==> config.mk <==
export PLATFORM = sky130hd
export DESIGN_NAME = mdio_ctrl
export DESIGN_NICKNAME = d
export VERILOG_FILES = /design/src/rtl/mdio_pkg.sv /design/src/rtl/mdio_clkdiv.sv /design/src/rtl/mdio_frame.sv /design/src/rtl/mdio_regs.sv /design/src/rtl/mdio_ctrl.sv
export SDC_FILE = /design/constraint.sdc
export NUM_CORES = 1
export LEC_CHECK = 0
export BUFFER_PORTS_ARGS = -buffer_cell sky130_fd_sc_hd__buf_2
export CORE_UTILIZATION = 50
export DETAILED_ROUTE_END_ITERATION = 12
export HOLD_SLACK_MARGIN = 0.08
export PLACE_DENSITY_LB_ADDON = 0.08
export SLEW_MARGIN = 10
export SYNTH_ARGS = -nofsm -noshare
export SYNTH_HDL_FRONTEND = slang
export SYNTH_SLANG_ARGS = --single-unit
==> constraint.sdc <==
create_clock -name clk_i -period 4.35 [get_ports clk_i]
set_clock_uncertainty 0.2 [all_clocks]
set_input_delay 0.87 -clock clk_i [delete_from_list [all_inputs] [get_ports clk_i]]
set_output_delay 0.87 -clock clk_i [all_outputs]
set_load 0.1 [all_outputs]
==> src/rtl/mdio_pkg.sv <==
package mdio_pkg;
  localparam int FRAME_BITS = 64;
  localparam int IDX_W      = $clog2(FRAME_BITS);
  localparam int TA_IDX     = 46;
  localparam int DATA_IDX   = 48;

  typedef struct packed {
    logic        c45;
    logic [1:0]  code;
    logic [4:0]  phy;
    logic [4:0]  reg_dev;
    logic [15:0] data;
  } mdio_req_t;

  function automatic logic req_valid(mdio_req_t r);
    return r.c45 ? (r.code != 2'd3) : (r.code < 2'd2);
  endfunction

  function automatic logic req_is_read(mdio_req_t r);
    return r.c45 ? (r.code == 2'd2) : (r.code == 2'd0);
  endfunction

  function automatic logic [FRAME_BITS-1:0] build_frame(mdio_req_t r);
    logic [1:0] st, op;
    st = r.c45 ? 2'b00 : 2'b01;
    if (r.c45) begin
      case (r.code)
        2'd0:    op = 2'b00;
        2'd1:    op = 2'b01;
        default: op = 2'b11;
      endcase
    end else begin
      op = (r.code == 2'd0) ? 2'b10 : 2'b01;
    end
    return {32'hFFFF_FFFF, st, op, r.phy, r.reg_dev, 2'b10, r.data};
  endfunction
endpackage

==> src/rtl/mdio_clkdiv.sv <==
module mdio_clkdiv #(
  parameter int DIV_W = 8
) (
  input  logic             clk_i,
  input  logic             rst_ni,
  input  logic             en_i,
  input  logic [DIV_W-1:0] div_i,
  output logic             mdc_o,
  output logic             rise_o,
  output logic             fall_o
);
  logic [DIV_W-1:0] cnt_q;
  logic             mdc_q;
  logic             tick;

  assign tick   = en_i && (cnt_q == div_i);
  assign rise_o = tick && !mdc_q;
  assign fall_o = tick && mdc_q;
  assign mdc_o  = mdc_q;

  always_ff @(posedge clk_i or negedge rst_ni) begin
    if (!rst_ni) begin
      cnt_q <= '0;
      mdc_q <= 1'b0;
    end else if (!en_i) begin
      cnt_q <= '0;
      mdc_q <= 1'b0;
    end else if (tick) begin
      cnt_q <= '0;
      mdc_q <= ~mdc_q;
    end else begin
      cnt_q <= cnt_q + 1'b1;
    end
  end
endmodule

==> src/rtl/mdio_frame.sv <==
module mdio_frame
  import mdio_pkg::*;
(
  input  logic        clk_i,
  input  logic        rst_ni,
  input  logic        launch_i,
  input  mdio_req_t   req_i,
  input  logic        mdc_i,
  input  logic        rise_i,
  input  logic        fall_i,
  input  logic        mdio_i,
  output logic        busy_o,
  output logic        mdio_o,
  output logic        mdio_oe_o,
  output logic        rd_done_o,
  output logic [15:0] rd_data_o
);
  logic                  busy_q, rd_q;
  logic [IDX_W-1:0]      idx_q;
  logic [FRAME_BITS-1:0] sr_q;
  logic [15:0]           cap_q;
  logic                  last_bit;

  assign last_bit  = busy_q && fall_i && (idx_q == IDX_W'(FRAME_BITS-1));
  assign busy_o    = busy_q;
  assign mdio_o    = sr_q[FRAME_BITS-1];
  assign mdio_oe_o = busy_q && !(rd_q && (idx_q >= IDX_W'(TA_IDX)));
  assign rd_done_o = last_bit && rd_q;
  assign rd_data_o = cap_q;

  always_ff @(posedge clk_i or negedge rst_ni) begin
    if (!rst_ni) begin
      busy_q <= 1'b0;
      rd_q   <= 1'b0;
      idx_q  <= '0;
      sr_q   <= '1;
      cap_q  <= '0;
    end else if (launch_i) begin
      busy_q <= 1'b1;
      rd_q   <= req_is_read(req_i);
      idx_q  <= '0;
      sr_q   <= build_frame(req_i);
      cap_q  <= '0;
    end else if (busy_q) begin
      if (rise_i && rd_q && (idx_q >= IDX_W'(DATA_IDX)))
        cap_q <= {cap_q[14:0], mdio_i};
      if (fall_i) begin
        if (last_bit) begin
          busy_q <= 1'b0;
          sr_q   <= '1;
        end else begin
          idx_q <= idx_q + 1'b1;
          sr_q  <= {sr_q[FRAME_BITS-2:0], 1'b1};
        end
      end
    end
  end


  busy_rise_chk: assert property (@(posedge clk_i) disable iff (!rst_ni)
    $rose(busy_q) |-> $past(launch_i));

  busy_fall_chk: assert property (@(posedge clk_i) disable iff (!rst_ni)
    $fell(busy_q) |-> $past(fall_i));

  fall_when_high_chk: assert property (@(posedge clk_i) disable iff (!rst_ni)
    fall_i |-> mdc_i);

  mdio_on_fall_chk: assert property (@(posedge clk_i) disable iff (!rst_ni)
    (busy_q && $past(busy_q) && !$stable(mdio_o)) |-> $past(fall_i));

  drive_head_chk: assert property (@(posedge clk_i) disable iff (!rst_ni)
    (busy_q && idx_q < IDX_W'(TA_IDX)) |-> mdio_oe_o);
endmodule

==> src/rtl/mdio_regs.sv <==
module mdio_regs
  import mdio_pkg::*;
#(
  parameter int DIV_W = 8
) (
  input  logic             clk_i,
  input  logic             rst_ni,
  input  logic             req_i,
  input  logic             we_i,
  input  logic [7:0]       addr_i,
  input  logic [31:0]      wdata_i,
  output logic [31:0]      rdata_o,
  input  logic             busy_i,
  input  logic             rd_done_i,
  input  logic [15:0]      rd_data_i,
  output logic             launch_o,
  output mdio_req_t        req_o,
  output logic [DIV_W-1:0] div_o
);
  localparam logic [7:0] OFF_MODE = 8'h40;
  localparam logic [7:0] OFF_ADDR = 8'h44;
  localparam logic [7:0] OFF_WDAT = 8'h48;
  localparam logic [7:0] OFF_RDAT = 8'h4C;
  localparam logic [7:0] OFF_CMD  = 8'h50;

  logic             c45_q;
  logic [DIV_W-1:0] div_q;
  logic [4:0]       phy_q, low_q;
  logic [15:0]      wdat_q, rdat_q;
  logic [1:0]       code_q;
  logic             wr;

  assign wr    = req_i && we_i;
  assign div_o = div_q;

  always_comb begin
    req_o.c45     = c45_q;
    req_o.code    = wdata_i[1:0];
    req_o.phy     = phy_q;
    req_o.reg_dev = low_q;
    req_o.data    = wdat_q;
  end

  assign launch_o = wr && (addr_i == OFF_CMD) && wdata_i[8] && !busy_i && req_valid(req_o);

  always_ff @(posedge clk_i or negedge rst_ni) begin
    if (!rst_ni) begin
      c45_q  <= 1'b0;
      div_q  <= '0;
      phy_q  <= '0;
      low_q  <= '0;
      wdat_q <= '0;
      rdat_q <= '0;
      code_q <= '0;
    end else begin
      if (wr) begin
        case (addr_i)
          OFF_MODE: begin c45_q <= wdata_i[8]; div_q <= wdata_i[DIV_W-1:0]; end
          OFF_ADDR: begin phy_q <= wdata_i[12:8]; low_q <= wdata_i[4:0]; end
          OFF_WDAT: wdat_q <= wdata_i[15:0];
          OFF_CMD:  code_q <= wdata_i[1:0];
          default: ;
        endcase
      end
      if (rd_done_i) rdat_q <= rd_data_i;
    end
  end

  always_comb begin
    rdata_o = '0;
    case (addr_i)
      OFF_MODE: begin rdata_o[8] = c45_q; rdata_o[DIV_W-1:0] = div_q; end
      OFF_ADDR: begin rdata_o[12:8] = phy_q; rdata_o[4:0] = low_q; end
      OFF_WDAT: rdata_o[15:0] = wdat_q;
      OFF_RDAT: rdata_o[15:0] = rdat_q;
      OFF_CMD:  begin rdata_o[16] = busy_i; rdata_o[1:0] = code_q; end
      default: ;
    endcase
  end


  no_launch_busy_chk: assert property (@(posedge clk_i) disable iff (!rst_ni)
    launch_o |-> !busy_i);

  rdat_hold_chk: assert property (@(posedge clk_i) disable iff (!rst_ni)
    !busy_i |=> $stable(rdat_q));
endmodule

==> src/rtl/mdio_ctrl.sv <==
module mdio_ctrl
  import mdio_pkg::*;
#(
  parameter int DIV_W = 8
) (
  input  logic        clk_i,
  input  logic        rst_ni,
  input  logic        req_i,
  input  logic        we_i,
  input  logic [7:0]  addr_i,
  input  logic [31:0] wdata_i,
  output logic [31:0] rdata_o,
  output logic        mdc_o,
  input  logic        mdio_i,
  output logic        mdio_o,
  output logic        mdio_oe_o
);
  logic             busy, launch, rd_done, rise, fall;
  logic [15:0]      rd_data;
  logic [DIV_W-1:0] div;
  mdio_req_t        req;

  mdio_regs #(.DIV_W(DIV_W)) u_regs (
    .clk_i, .rst_ni, .req_i, .we_i, .addr_i, .wdata_i, .rdata_o,
    .busy_i(busy), .rd_done_i(rd_done), .rd_data_i(rd_data),
    .launch_o(launch), .req_o(req), .div_o(div)
  );

  mdio_clkdiv #(.DIV_W(DIV_W)) u_div (
    .clk_i, .rst_ni, .en_i(busy), .div_i(div),
    .mdc_o, .rise_o(rise), .fall_o(fall)
  );

  mdio_frame u_frame (
    .clk_i, .rst_ni, .launch_i(launch), .req_i(req),
    .mdc_i(mdc_o), .rise_i(rise), .fall_i(fall), .mdio_i,
    .busy_o(busy), .mdio_o, .mdio_oe_o,
    .rd_done_o(rd_done), .rd_data_o(rd_data)
  );
endmodule

=== Yosys cells after proc, flatten, opt, wreduce, memory -nomap -nowiden ===
Cells that the tools add are included.

* Bits in registers: 150
* Bits in latches: 0
* Memory bits (writable): 0
* Bits in read-only memories: 0
* Logic and storage cells: 93
* Memories: 0

* Add/subtract/negate cells: 2
* $mul: 0
* Div/mod/pow operators: 0
* Order comparisons: 3
* Equal/unequal tests: 12
* Shifts and indexed selects: 0
* Multiplexer cells: 32
* Bitwise gates (word level): 1
* Reduce and logical (&&, ||, !) cells: 29

{| class="wikitable"
|+ Operator list
! kind !! number
|-
| $mux 64 || 4
|-
| $mux 16 || 3
|-
| $eq 8x7->1 const B || 5
|-
| $mux 6 || 4
|-
| $mux 8 || 2
|-
| $logic_and 1x1->1 || 15
|-
| $ge 6x6->1 const B || 2
|-
| $pmux 3 s4 || 1
|-
| $pmux 4 s3 || 1
|-
| $reduce_and 2->1 || 6
|-
| $mux 1 || 10
|-
| $pmux 2 s5 || 1
|-
| $pmux 3 s3 || 1
|-
| $add 8x1->8 const B || 1
|-
| $eq 8x8->1 || 1
|-
| $add 6x1->6 const B || 1
|-
| $eq 6x6->1 const B || 1
|-
| $ne 2x2->1 const B || 3
|-
| $pmux 3 s2 || 1
|-
| $reduce_bool 2->1 || 3
|-
| $mux 2 || 2
|-
| $pmux 1 s4 || 1
|-
| $pmux 2 s2 || 1
|-
| $logic_not 1->1 || 3
|-
| other kinds (6) || 6
|}

=== Depth between registers and ports, before layout ===
Gate-level depths: netlist (run 1).

* Depth in word-level cells: 9
* Mapped depth: 7
* Mapped depth without buffers: 6

=== Hierarchy ===
From an unflattened synthesis (run 1), not the netlist that was laid out.

* Cells, all modules: 699
* Area total of the unflattened synthesis: 7,712.4 µm²

{| class="wikitable"
|+ Modules (own cells, without submodules)
! module !! times used !! cells each !! area each (µm²) !! seq. area each (µm²)
|-
| mdio_frame || 1 || 451 || 4,550.6 || 2,282.2
|-
| mdio_regs || 1 || 199 || 2,668.8 || 1,326.3
|-
| mdio_clkdiv || 1 || 49 || 493.0 || 225.2
|}

=== Worst setup path after synthesis (run 1) ===
Ideal clock, no wire load.

* Path type: input port to output port
* From: in addr_i[3]
* To: out rdata_o[0]
* Arrival: 3.119 ns
* Required time: 3.280 ns
* Slack: 0.161 ns
* Stages: 5
* Cells stage by stage: buf_2 > buf_1 > nor2b_1 > a21oi_1 > o22ai_1

* Longest elaborated chain between the ends: 2
* Elaborated cells on any way between the ends: 6
* Those cells by class: 5 x eq/ne; 1 x mux

{| class="wikitable"
|+ RTL lines
! element !! RTL line !! text
|-
| start: declaration || mdio_ctrl.sv:10 || <nowiki>input logic [7:0] addr_i,</nowiki>
|-
| $eq 8x7->1 || mdio_regs.sv:71 || <nowiki>case (addr_i)</nowiki>
|-
| $pmux 2 s5 * || mdio_regs.sv:71 ||
|-
| end: declaration || mdio_ctrl.sv:12 || <nowiki>output logic [31:0] rdata_o,</nowiki>
|}

Every way passes the cells marked *; elsewhere a longest branch is shown, timed or not.

=== Worst setup path in the final report (run 1) ===
* From: in addr_i[5]
* To: out rdata_o[5]

* Longest elaborated chain between the ends: 2
* Elaborated cells on any way between the ends: 4
* Those cells by class: 3 x eq/ne; 1 x mux

{| class="wikitable"
|+ RTL lines
! element !! RTL line
|-
| $eq 8x7->1 || mdio_regs.sv:71
|-
| $pmux 3 s3 * || mdio_regs.sv:71
|}

Marked as above.

==> flow_metrics.py, run 1 <==
metrics = {
    "timing": {
        "setup_tns_ps": 0,
        "worst_pin_slew_ps": 973,
        "finalHoldViolCount": 0,
        "fin_crit_ps": 3840,
        "max_freq_mhz": 261,
        "rsz0062_at_grt": "no",
        "final-max-slew-violation-count": 0,
        "finalCritPeriodShare": 0.882,
        "setup_viol": 0,
        "relSlewSlack": 0.345,
    },
    "routing": {
        "postRouteAntennaNets": 0,
        "via_count": 4920,
        "vias_per_cell": 5.68,
        "wl_per_cell_um": 17.6,
        "route.detailed.drc": 0,
        "dr.pass1.iters": 5,
        "routed_wl_um": 15200,
        "drt-initial-drc-count": 313,
    },
    "run": {
        "drv_cap": 0,
    },
    "power": {
        "swShare": 0.321,
        "p_seq_frac": 0.461,
        "cellLeakagePower_nw": 3.57,
        "power.share.clock": 0.313,
        "power.density_nw_per_um2": 537,
        "p_sw_mw": 1.38,
        "ir_worst_vdd_mv": 0.285,
        "p_int_mw": 2.92,
        "power.total_mw": 4.30,
        "p_comb_frac": 0.226,
    },
    "cts": {
        "cts_resized": 0,
        "cts_tree": "done",
        "cts_hold_buf": 0,
        "path_clk_slew_ps": 60,
        "cts_setup_buffers": 0,
        "numCtsBuffers": 17,
        "clk_latency_ps": 420,
        "cts-htree-levels": 4,
        "root_buffer": "clkbuf_16",
        "cts.sinks": 150,
        "clockBufferDepth": 2,
    },
    "global_routing": {
        "grt_max_degree": 90,
        "antenna_found_initial": 0,
        "grt_util_all_layers": 0.229,
        "grt.overflow.total": 0,
        "grt_pass1_wl_um": 25600,
        "grt_pass1_vias": 4945,
    },
    "final_layout": {
        "area_delta_synth_final_pct": 12.6,
        "n_antenna_cell": 0,
        "final_nets": 720,
        "drive_gt1_frac": 0.321,
    },
    "placed_design": {
        "hpwl_um": 10200,
        "io_buffers": 48,
        "gp_congestion": 0.800,
    },
    "floorplanning": {
        "core_region_area_um2": 13900,
        "io_pins": 80,
        "die_h_um": 121,
        "die-width_um": 121,
        "die-area_um2": 14700,
        "core.rowCount": 43,
        "start_util": 0.512,
    },
    "synth": {
        "netlist.area_leader.share": 0.303,
        "synth-edff-count": 0,
        "synth_seq_area_share": 0.539,
        "yosys_warnings": 0,
        "yosysTopAreaCell": "dfrtp_1",
        "syn_area_um2": 7110,
        "synth.area.top_cells": "dfrtp_1 (30%), dfstp_2 (24%), mux2_2 (7.3%), nor2_1 (4.9%), nor3_1 (4.9%)",
        "ys.flop_type": "dfrtp_1",
        "ys_seq_elements": 150,
        "synth_cells": 634,
        "ys_async_sr_fraction": 1.00,
        "syn_avg_cell_area_um2": 11.2,
        "ys_types": 57,
    },
    "worst_setup_path": {
        "crit_top_cell": "buf_2",
        "critPathKind": "in -> out",
        "crit_family": "simple AND/OR/NAND/NOR gates",
        "cp_max_fo": 5,
        "cp.arrival_ps": 2770,
        "cp_slowest_cell": "nor3_1",
        "cp-start-kind": "input pin",
        "cp.required_ps": 3280,
        "rrSetupSlack_ps": 1530,
        "crit_buf_inv": 2,
        "path_cells": "buf_2 -> nor4_4 -> nand3b_1 -> nor3_1 -> a22oi_1 -> nand2_1 -> buf_2",
        "slowest_delay_ps": 500,
        "endpoint_kind": "output port",
    },
    "status": {
        "run_status": "completed",
    },
    "min_path": {
        "worst_hold_path_type": "reg -> reg",
    },
}
-- power by group through the flow --
stage / clock, mW / sequential [mW] / combinational, mW
2_1_floorplan: 0 / 2.01 / 0.754
3_3_place_gp: 0 / 1.99 / 0.958
3_5_place_dp: 0 / 2.01 / 0.985
4_1_cts: 1.39 / 1.98 / 0.986
5_1_grt: 1.45 / 2.02 / 1.09
6_report: 1.35 / 1.99 / 0.971
-- through the flow --
stage	setup WS, ps	hold WS [ps]	area, um2	util	std cells
floorplan	161	250	7160	-	648
global placement	550	261	7460	0.538	834
detailed placement	502	264	7460	0.538	834
CTS	501	274	8010	0.577	866
global route	279	289	8010	0.577	866
finish	512	269	8010	0.577	866
-- final timing paths --
| kind | cells past startpoint | startpoint | to |
|---|---|---|---|
| max | 7 | addr_i[5] | rdata_o[5] |
| min | 2 | u_frame.sr_q[31]$_DFFE_PN1P_ | u_frame.sr_q[31]$_DFFE_PN1P_ |
| min reg2reg | 2 | u_frame.sr_q[31]$_DFFE_PN1P_ | u_frame.sr_q[31]$_DFFE_PN1P_ |
| min in group asynchronous | 1 | rst_ni | u_frame.idx_q[2]$_DFFE_PN0P_ |
| max in group asynchronous | 2 | rst_ni | u_frame.sr_q[11]$_DFFE_PN1P_ |
| max reg2reg | 5 | u_frame.idx_q[0]$_DFFE_PN0P_ | u_regs.rdat_q[14]$_DFFE_PN0P_ |
-- registers in the layout (all words and copies together), names as in the netlist --
signal and cells:
u_div.cnt_q 8, u_div.mdc_o 1, u_regs.wdat_q 16, u_regs.low_q 5
u_frame.busy_o 1, u_regs.code_q 2, u_frame.idx_q 6, u_regs.phy_q 5
u_frame.sr_q 64, u_regs.div_o 8, u_regs.c45_q 1, u_frame.rd_q 1
u_frame.rd_data_o 16, u_regs.rdat_q 16
-- cell families (layout without fill, tap and decap cells) --
group | after synthesis | in the layout | share of synthesized area
simple gates | 237 | 237 | 0.169
flops | 150 | 150 | 0.539
compound gates | 87 | 87 | 0.0894
mux | 86 | 86 | 0.139
buf+inv | 56 | 94 | 0.0408
xor+xnor | 15 | 15 | 0.0185
fa+ha+maj | 2 | 2 | 0.00352
other cells | 1 | 15 | 0.000528
-- cell usage after synthesis (9+ instances only) --
master / n
o21ai_0: 11
xnor2_1: 10
mux2i_1: 26
buf_2: 10
clkbuf_1: 21
nand2_1: 17
o2bb2ai_1: 21
nand3_1: 12
a21o_1: 21
dfstp_2: 64
mux2_1: 9
mux2_2: 46
nor3_1: 69
buf_4: 16
nor2_1: 92
dfrtp_1: 86
-- metal layers --
layer | global-route usage | vias up | routed length, um
met5 | 0 | - | 0
met4 | 0.0741 | 0 | 188
met3 | 0.0564 | 14 | 661
met2 | 0.366 | 106 | 7460
met1 | 0.308 | 2486 | 6910
li1 | - | 2314 | -
-- area by class of cell --
type	count	area [um2]
fillers	1184	5880
flip-flops and latches	150	3830
clock inverters	14	114
clock buffers	18	429
multi-input cells	442	3050
inverters	3	11.3
well taps	180	225
repair buffers	59	342
-- tightest hold or removal path, cell delays in order (launching register included) --
cell	delay [ps]
dfstp_2	370
nand3_1	50
nand2_1	50
-- cells in the final DEF, fill, tap and decap left out, types with 8 or more instances in the layout --
cell type / instances
o21ai_0: 11
mux2_1: 9
mux2i_1: 26
nor3_1: 69
clkbuf_16: 17
buf_2: 47
dfstp_2: 64
dfrtp_1: 86
a21o_1: 21
o2bb2ai_1: 21
mux2_2: 46
nand3_1: 12
conb_1: 15
buf_4: 10
nand2_1: 17
nor2_1: 91
a21oi_1: 8
xnor2_1: 10
Note: power is estimated with default switching activity, not from simulation.
==> run 2: changes to the inputs <==
Settings changed: ABC_AREA set to 1.
==> run 2 against run 1 <==
Cell count is 20% higher; flip-flop and latch count stayed put; wire length is 5.0% higher; largest power group unchanged; sequential power is 3% lower; via count is 12% higher; global-route usage is 0.64 points higher; synthesized area is 0.63% lower.
==> flow_metrics.py, run 2 <==
metrics = {
    "placed_design": {
        "io_buffers": 48,
        "hpwl_um": 11000,
        "gp_congestion": 0.819,
        "placedCellCount": 1012,
    },
    "synth": {
        "ys_async_sr_fraction": 1.00,
        "synthMuxAreaShare": 0,
        "synth_compound_area_frac": 0.134,
        "yosysTopAreaCell": "dfrtp_1",
        "synthAdderAreaFrac": 0.00354,
        "netlist.area_leader.share": 0.305,
        "synth_seq_area_share": 0.543,
        "ys_seq_elements": 150,
        "synth_top_family_by_area": "simple AND/OR/NAND/NOR gates",
        "yosys.area_share.simple": 0.223,
        "yosys_warnings": 0,
        "synth_cells": 815,
        "synth.area.top_cells": "dfrtp_1 (30%), dfstp_2 (24%), nand2_1 (9.4%), nor2_1 (5.7%), inv_1 (4.4%)",
        "synth_xor_area_frac": 0.00372,
        "syn_avg_cell_area_um2": 8.67,
        "synth_common_cells": "nand2_1 (177), nor2_1 (108), dfrtp_1 (86)",
        "synth-edff-count": 0,
        "synth_most_common_cell": "nand2_1",
        "ys_types": 37,
        "syn_area_um2": 7060,
        "ys.flop_type": "dfrtp_1",
    },
    "timing": {
        "setup_viol": 0,
        "worst_pin_slew_ps": 987,
        "setup_tns_ps": 0,
        "max_freq_mhz": 263,
        "hold_slack_ps": 269,
        "final-max-slew-violation-count": 0,
        "relSlewSlack": 0.341,
        "finalHoldViolCount": 0,
        "fin_crit_ps": 3800,
        "rsz0062_at_grt": "no",
        "finalCritPeriodShare": 0.874,
    },
    "power": {
        "cellLeakagePower_nw": 3.59,
        "ir_worst_vdd_mv": 0.280,
        "p_comb_frac": 0.209,
        "p_int_mw": 3.02,
        "p_sw_mw": 1.35,
        "power.density_nw_per_um2": 551,
        "swShare": 0.309,
        "power.share.clock": 0.348,
        "p_seq_frac": 0.443,
    },
    "cts": {
        "cts_setup_buffers": 0,
        "path_clk_slew_ps": 60,
        "cts-htree-levels": 4,
        "cts.sinks": 150,
        "root_buffer": "clkbuf_16",
        "numCtsBuffers": 17,
        "cts_tree": "done",
        "cts_hold_buf": 0,
        "cts_resized": 0,
        "clockBufferDepth": 2,
        "clk_latency_ps": 420,
    },
    "final_layout": {
        "final_nets": 898,
        "drive_gt1_frac": 0.225,
        "largest_reg_flops": 64,
        "n_antenna_cell": 0,
        "area_delta_synth_final_pct": 12.4,
        "fin_cells": 1042,
        "mostFrequentLayoutCells": "nand2_1 (177), nor2_1 (107), dfrtp_1 (86), inv_1 (82), dfstp_2 (64)",
        "max_flop_register": "u_frame.sr_q",
        "layout_commonest_cell": "nand2_1",
    },
    "routing": {
        "postRouteAntennaNets": 0,
        "drt-initial-drc-count": 334,
        "route.detailed.drc": 0,
        "vias_per_cell": 5.27,
        "routed_wl_um": 16000,
        "wl_per_cell_um": 15.3,
        "via_count": 5491,
        "dr.pass1.iters": 6,
    },
    "global_routing": {
        "grt_pass1_vias": 5344,
        "grt_pass1_wl_um": 26500,
        "grt.overflow.total": 0,
        "grt_util_all_layers": 0.236,
        "antenna_found_initial": 0,
        "grt_max_degree": 81,
    },
    "worst_setup_path": {
        "critPathKind": "in -> out",
        "cp_slowest_cell": "buf_2",
        "cp.required_ps": 3280,
        "cp_max_fo": 16,
        "cp.arrival_ps": 2730,
        "path_cells": "buf_2 -> inv_1 -> nand2_1 -> nor3_4 -> nand4_1 -> inv_1 -> a22oi_1 -> o211ai_1 -> buf_2",
        "slowest_delay_ps": 480,
        "endpoint_kind": "output port",
        "cp-start-kind": "input pin",
    },
    "floorplanning": {
        "start_util": 0.511,
        "die-area_um2": 14600,
        "io_pins": 80,
        "die-width_um": 121,
        "core_region_area_um2": 13800,
        "core.rowCount": 43,
        "die_h_um": 121,
    },
    "min_path": {
        "worst_hold_path_type": "reg -> reg",
    },
    "run": {
        "drv_cap": 0,
    },
    "status": {
        "run_status": "completed",
    },
}
==> run 2: changes by cell type in the layout (fill, tap and decap cells not counted), moves of 18 or more <==
cell	change
a21o_1	-21
inv_1	+80
mux2_2	-46
mux2i_1	-26
nand2_1	+160
nor3_1	-62
o211ai_1	+18
o21ai_0	+49
o21ai_1	+39
o2bb2ai_1	-21
==> run 2: area by class of cell <==
cell class | count | area (um2)
clock inverters | 11 | 156
fillers | 1247 | 5890
flip-flops and latches | 150 | 3830
well taps | 180 | 225
clock buffers | 19 | 453
repair buffers | 53 | 297
multi-input cells | 537 | 2630
inverters | 92 | 345
==> run 2: stage by stage <==
step	power (mW)	setup slack (ps)	cell area [um2]	util
global route	4.59	425	7940	0.574
detailed placement	2.88	575	7330	0.530
finish	4.37	549	7940	0.574
global placement	2.83	593	7330	0.530
floorplan	2.69	-424	7120	-
CTS	4.41	566	7940	0.574
==> run 2: cells by family after synthesis <==
| logic type | count (synthesis) |
|---|---|
| other | 1 |
| XOR/XNOR | 3 |
| AND/OR/NAND/NOR | 356 |
| buffers and inverters | 142 |
| AO/OA/AOI/OAI | 161 |
| adder cells (fa/ha/maj) | 2 |
| flip-flops | 150 |
==> run 2: power groups by stage <==
stage               clock (mW)  combinational [mW]  sequential, mW
finish                    1.52               0.912            1.94
global route              1.59                1.03            1.97
CTS                       1.54               0.923            1.94
detailed placement           0               0.919            1.96
global placement             0               0.881            1.95
floorplan                    0               0.706            1.99
==> run 2: layer usage <==
| metal | global-route usage | wire length (um) | up-vias |
|---|---|---|---|
| met5 | 0 | 0 | - |
| met4 | 0.0934 | 440 | 0 |
| met3 | 0.0493 | 691 | 27 |
| met2 | 0.368 | 7600 | 137 |
| met1 | 0.322 | 7240 | 2655 |
| li1 | - | - | 2672 |
==> run 2: path summary, 6_finish.rpt <==
kind / depth (start not counted) / slack, ps / to / start
setup / recovery: 9 / 550 / rdata_o[8] / addr_i[7]
hold / removal: 2 / 270 / u_frame.sr_q[16]$_DFFE_PN1P_ / u_frame.sr_q[16]$_DFFE_PN1P_
setup reg to reg: 11 / 1450 / u_frame.sr_q[17]$_DFFE_PN1P_ / u_div.cnt_q[3]$_DFF_PN0_
hold reg to reg: 2 / 270 / u_frame.sr_q[16]$_DFFE_PN1P_ / u_frame.sr_q[16]$_DFFE_PN1P_
max in group asynchronous: 2 / 2840 / u_frame.sr_q[4]$_DFFE_PN1P_ / rst_ni
min in group asynchronous: 1 / 320 / u_frame.idx_q[3]$_DFFE_PN0P_ / rst_ni
==> run 2: worst max-delay path, delay by kind of cell <==
| kind | cells | cell delay, ps |
|---|---|---|
| compound gates | 2 | 340 |
| buf+inv | 4 | 1030 |
| simple gates | 3 | 480 |
